==> src/rtl/cmpirq_pkg.sv <==
package cmpirq_pkg;
  typedef enum logic [1:0] {
    EV_OFF  = 2'b00,
    EV_RISE = 2'b01,
    EV_FALL = 2'b10,
    EV_ANY  = 2'b11
  } ev_mode_e;
endpackage

==> src/rtl/cmpirq_sync.sv <==
module cmpirq_sync #(
  parameter int W      = 3,
  parameter int STAGES = 2
) (
  input  logic         clk,
  input  logic         rst_n,
  input  logic [W-1:0] d_async,
  output logic [W-1:0] q_sync
);
  logic [W-1:0] chain [STAGES];

  always_ff @(posedge clk) begin
    if (!rst_n) chain[0] <= '0;
    else        chain[0] <= d_async;
  end

  generate
    for (genvar s = 1; s < STAGES; s++) begin : g_stage
      always_ff @(posedge clk) begin
        if (!rst_n) chain[s] <= '0;
        else        chain[s] <= chain[s-1];
      end
    end
  endgenerate

  assign q_sync = chain[STAGES-1];
endmodule

==> src/rtl/cmpirq_edge.sv <==
module cmpirq_edge
  import cmpirq_pkg::*;
(
  input  logic       clk,
  input  logic       rst_n,
  input  logic       sync_bit,
  input  logic       pol,
  input  logic [1:0] mode,
  output logic       adj,
  output logic       ev
);
  logic prev_q;
  logic rise, fall;

  assign adj  = sync_bit ^ pol;
  assign rise = adj & ~prev_q;
  assign fall = ~adj & prev_q;

  always_ff @(posedge clk) begin
    if (!rst_n) prev_q <= 1'b0;
    else        prev_q <= adj;
  end

  always_comb begin
    unique case (ev_mode_e'(mode))
      EV_OFF:  ev = 1'b0;
      EV_RISE: ev = rise;
      EV_FALL: ev = fall;
      EV_ANY:  ev = rise | fall;
      default: ev = 1'b0;
    endcase
  end


  pol_toggle_any_chk: assert property (@(posedge clk) disable iff (!rst_n)
    (mode == 2'b11 && $stable(sync_bit) && $changed(pol)) |-> ev);
endmodule

==> src/rtl/cmpirq_flags.sv <==
module cmpirq_flags #(
  parameter int NCH = 3
) (
  input  logic           clk,
  input  logic           rst_n,
  input  logic [NCH-1:0] ev,
  input  logic           wr_en,
  input  logic [NCH-1:0] wr_data,
  output logic [NCH-1:0] flags
);
  generate
    for (genvar i = 0; i < NCH; i++) begin : g_flag
      logic base;
      assign base = wr_en ? wr_data[i] : flags[i];
      always_ff @(posedge clk) begin
        if (!rst_n) flags[i] <= 1'b0;
        else        flags[i] <= base | ev[i];
      end


      hw_set_wins_chk: assert property (@(posedge clk) disable iff (!rst_n)
        ev[i] |=> flags[i]);

      sticky_flag_chk: assert property (@(posedge clk) disable iff (!rst_n)
        (flags[i] && !(wr_en && !wr_data[i])) |=> flags[i]);

      clear_flag_chk: assert property (@(posedge clk) disable iff (!rst_n)
        (wr_en && !wr_data[i] && !ev[i]) |=> !flags[i]);

      force_flag_chk: assert property (@(posedge clk) disable iff (!rst_n)
        (wr_en && wr_data[i]) |=> flags[i]);
    end
  endgenerate
endmodule

==> src/rtl/cmpirq_gate.sv <==
module cmpirq_gate #(
  parameter int NCH = 3
) (
  input  logic [NCH-1:0] flags,
  input  logic [NCH-1:0] ch_en,
  input  logic           periph_en,
  input  logic           global_en,
  output logic           irq
);
  assign irq = (|(flags & ch_en)) & periph_en & global_en;
endmodule

==> src/rtl/cmp_edge_irq_ctrl.sv <==
module cmp_edge_irq_ctrl #(
  parameter int NCH         = 3,
  parameter int SYNC_STAGES = 2
) (
  input  logic             clk,
  input  logic             rst_n,
  input  logic [NCH-1:0]   cmp_raw,
  input  logic [NCH-1:0]   pol,
  input  logic [2*NCH-1:0] mode,
  input  logic             flag_wr_en,
  input  logic [NCH-1:0]   flag_wr_data,
  input  logic [NCH-1:0]   ch_en,
  input  logic             periph_en,
  input  logic             global_en,
  output logic [NCH-1:0]   flag_o,
  output logic [NCH-1:0]   status_o,
  output logic             irq_o
);
  logic [NCH-1:0] cmp_sync;
  logic [NCH-1:0] ev;

  cmpirq_sync #(.W(NCH), .STAGES(SYNC_STAGES)) u_sync (
    .clk(clk), .rst_n(rst_n), .d_async(cmp_raw), .q_sync(cmp_sync)
  );

  generate
    for (genvar i = 0; i < NCH; i++) begin : g_ch
      cmpirq_edge u_edge (
        .clk(clk), .rst_n(rst_n), .sync_bit(cmp_sync[i]), .pol(pol[i]),
        .mode(mode[2*i +: 2]), .adj(status_o[i]), .ev(ev[i])
      );


      mode_off_quiet_chk: assert property (@(posedge clk) disable iff (!rst_n)
        (mode[2*i +: 2] == 2'b00) |-> !ev[i]);

      latch_when_masked_chk: assert property (@(posedge clk) disable iff (!rst_n)
        (ev[i] && !global_en && !periph_en) |=> flag_o[i]);
    end
  endgenerate

  cmpirq_flags #(.NCH(NCH)) u_flags (
    .clk(clk), .rst_n(rst_n), .ev(ev), .wr_en(flag_wr_en),
    .wr_data(flag_wr_data), .flags(flag_o)
  );

  cmpirq_gate #(.NCH(NCH)) u_gate (
    .flags(flag_o), .ch_en(ch_en), .periph_en(periph_en),
    .global_en(global_en), .irq(irq_o)
  );


  irq_needs_enables_chk: assert property (@(posedge clk) disable iff (!rst_n)
    irq_o |-> (global_en && periph_en && (|(flag_o & ch_en))));

  reset_clears_chk: assert property (@(posedge clk)
    !rst_n |=> (flag_o == '0 && !irq_o));
endmodule

==> config.mk <==
export PLATFORM = sky130hd
export DESIGN_NAME = cmp_edge_irq_ctrl
export DESIGN_NICKNAME = d
export VERILOG_FILES = /design/src/rtl/cmpirq_pkg.sv /design/src/rtl/cmpirq_sync.sv /design/src/rtl/cmpirq_edge.sv /design/src/rtl/cmpirq_flags.sv /design/src/rtl/cmpirq_gate.sv /design/src/rtl/cmp_edge_irq_ctrl.sv
export SDC_FILE = /design/constraint.sdc
export NUM_CORES = 1
export LEC_CHECK = 0
export ABC_AREA = 1
export BUFFER_PORTS_ARGS = -buffer_cell sky130_fd_sc_hd__buf_4
export CAP_MARGIN = 20
export CORE_MARGIN = 2
export CORE_UTILIZATION = 48
export CTS_CLUSTER_DIAMETER = 100
export DETAILED_ROUTE_END_ITERATION = 10
export HOLD_SLACK_MARGIN = 0.12
export MAX_ROUTING_LAYER = met4
export PLACE_DENSITY = 0.81
export SYNTH_ARGS = -nofsm -noshare
export SYNTH_HDL_FRONTEND = slang
export SYNTH_SLANG_ARGS = --single-unit
export TNS_END_PERCENT = 1
==> constraint.sdc <==
create_clock -name clk -period 2.75 [get_ports clk]
set_clock_uncertainty 0.1 [all_clocks]
set_input_delay 0.1375 -clock clk [delete_from_list [all_inputs] [get_ports clk]]
set_output_delay 0.1375 -clock clk [all_outputs]
set_load 0.01 [all_outputs]
==> results.toml <==
[run_status]
status = "finished clean"

[power]
p_int_mw = 0.327
combinationalPowerShare_pct = 24.6
swShare_pct = 26.5
p_total_mw = 0.445
power.density_nw_per_um2 = 424
p_sw_mw = 0.118
leakagePower_nw = 0.624
pwr-share-seq_pct = 43.0
irDropWorstVdd_v = 0.000413
pwr-share-clk_pct = 32.4

[sta]
min_period_over_period_pct = 56.0
rsz0062_at_grt = "false"
timing.slew.headroom_pct = 88.7
hold_viol_final = 0
worst_slew_pin_slew_ns = 0.168
fin_setup_tns_ns = 0
layout_min_cycle_time_ns = 1.54
clock.fmax_ghz = 0.650
setup_violations = 0
setup_slack_ns = 1.21
drv_slew = 0

[worst_hold_path]
hold_class = "in2reg"
min_delay_path_depth = 7

[floorplan]
start_util_pct = 51.8
core-area_um2 = 1300
design.die.area_um2 = 1720
die_h_um = 41.5
die_x_um = 41.5
num_io_pins = 30
fp-row-count = 13

[place]
place_congestion = 0.757
pre_cts_slack_ns = 1.39
io_buffer_count = 29
hpwlAfterDp_um = 1150

[cts]
cts-buffers-inserted = 3
post_cts.repair.setup_buffers = 0
holdBufCountCts = 12
cts_sinks = 12
clkTransAtPathRegs_ns = 0.08
clock-root-buffer = "clkbuf_4"
htreeDepth = 1
cts_resized = 0
clock_latency_ns = 0.28
cts_tree = "built"
cts_buffer_depth = 2

[synthesis]
syn-cell-area_um2 = 674
ys_seq_elements = 12
synth_nets = 133
yosysTopAreaCell = "dfxtp_1"
seq_area_frac_synth_pct = 35.6
ys_warn_count = 0
synth_area_leaders = "dfxtp_1 36%, inv_1 17%, nand2_1 16%"
synth_cells = 107
synth_top_area_share_pct = 35.6
avgSynthCellArea_um2 = 6.30
synthDistinctLibCells = 14

[route]
wire_per_inst_um = 9.62
firstDrtPassIters = 6
drtAntennaViolNets = 0
drt_wl_total_um = 1580
drtIter0Drc = 9
vias_per_cell = 4.47
vias = 733
route.detailed.drc = 0

[global_route]
grt_pass1_vias = 692
grt-ovfl-total = 0
grt_max_degree = 9
antenna_found_initial = 0
grt_use_total_pct = 21.3
grt_pass1_wl_um = 2710

[finish]
mostFrequentLayoutCell = "inv_1"
final_nets = 176
register_area_um2 = 240
num_antenna_cells = 0
nFillCells = 94
synthToLayoutAreaGrowth_pct = 55.7
layout_common_cells = "30 x inv_1, 29 x buf_4, 28 x nand2_1"
multiInputGateArea_um2 = 290
final_core_util_pct = 80.7
drive_gt1_share_pct = 28.2

[critical_path]
worst_ep_arrival_time_ns = 1.63
r2r_slack_ns = 1.40
r2r-end = "u_flags.flags[2]$_SDFF_PN0_"
worstSetupStartpoint = "pol[2]"
r2r_cells = 10
crit-reg2reg-launch = "u_sync.chain[1][2]$_SDFF_PN0_"
endpoint_kind = "flop"
crit_end = "u_flags.flags[2]$_SDFF_PN0_"
required_ns = 2.84
critPathLaunchType = "input pin"
critPathMaxFanout = 4
critPathKind = "in2reg"

[flow_run]
maxCapViolations = 0
## power by group through the flow
| stage | clock (mW) | sequential, mW | combinational, mW |
|---|---|---|---|
| after floorplan | 0 | 0.196 | 0.0499 |
| after global placement | 0 | 0.194 | 0.0893 |
| after detailed placement | 0 | 0.195 | 0.0946 |
| after CTS | 0.147 | 0.191 | 0.109 |
| after global routing | 0.157 | 0.193 | 0.123 |
| final | 0.144 | 0.191 | 0.109 |
## how the worst min path moves through the flow
stage | to | slack (ns) | startpoint
2_1_floorplan | u_sync.chain[0][0]$_SDFF_PN0_ | 0.14 | cmp_raw[0]
3_3_place_gp | u_sync.chain[0][2]$_SDFF_PN0_ | 0.22 | cmp_raw[2]
3_5_place_dp | u_sync.chain[0][1]$_SDFF_PN0_ | 0.23 | cmp_raw[1]
4_1_cts | u_flags.flags[0]$_SDFF_PN0_ | 0.12 | mode[0]
5_1_grt | u_flags.flags[0]$_SDFF_PN0_ | 0.17 | mode[1]
6_report | u_flags.flags[0]$_SDFF_PN0_ | 0.14 | flag_wr_data[0]
## worst max-delay path, cell delays in order
cell           delay, ns
dlygate4sd3_1       0.53
buf_4               0.13
inv_1               0.04
nand2_1             0.04
nand2_1             0.10
inv_1               0.06
ha_1                0.27
nand2_1             0.05
nand3_1             0.07
nand3_1             0.08
nand2_1             0.07
inv_1               0.04
## kinds of logic after synthesis
| kind of cell | synth area share [%] |
|---|---|
| buffers and inverters | 21.3 |
| AOI/OAI and AO/OA | 2.23 |
| DFF | 35.6 |
| adders and majority gates | 5.57 |
| and+or+nand+nor | 35.3 |
## registers in the layout, indices dropped and copies added, names as in the netlist
name                count
u_sync.chain            6
g_ch.u_edge.prev_q      3
u_flags.flags           3
## metrics by stage
step / instance area [µm²] / hold WS, ns / std cells
6_report: 1050 / 0.139 / 164
5_1_grt: 1050 / 0.167 / 164
4_1_cts: 1040 / 0.124 / 163
3_5_place_dp: 883 / 0.228 / 147
3_3_place_gp: 883 / 0.221 / 147
2_1_floorplan: 674 / 0.135 / 107
## Yosys cell counts
cell      number
dfxtp_1       12
ha_1           3
inv_2          1
nand2_1       28
buf_2          1
buf_4          3
nand3_1        6
nor2_1        10
nand2_2        6
o21ai_0        1
inv_1         30
a21oi_1        2
nor2_2         2
nand3b_1       2
## metal layers
layer	wire, µm	global-route usage, %	part of all wire (%)	up-vias
li1	-	-	-	387
met3	130	9.57	8.2	2
met5	0	-	0	-
met2	877	40.0	56	24
met4	9	5.81	0.57	0
met1	561	18.9	36	320
## cell type report
cell class	count	area share, %
clock buffers	4	3.46
inverters	31	11.1
flip-flops and latches	12	22.9
repair buffers	42	33.1
multi-input cells	60	27.7
well taps	15	1.79
Power figures use the tool's default switching activity.
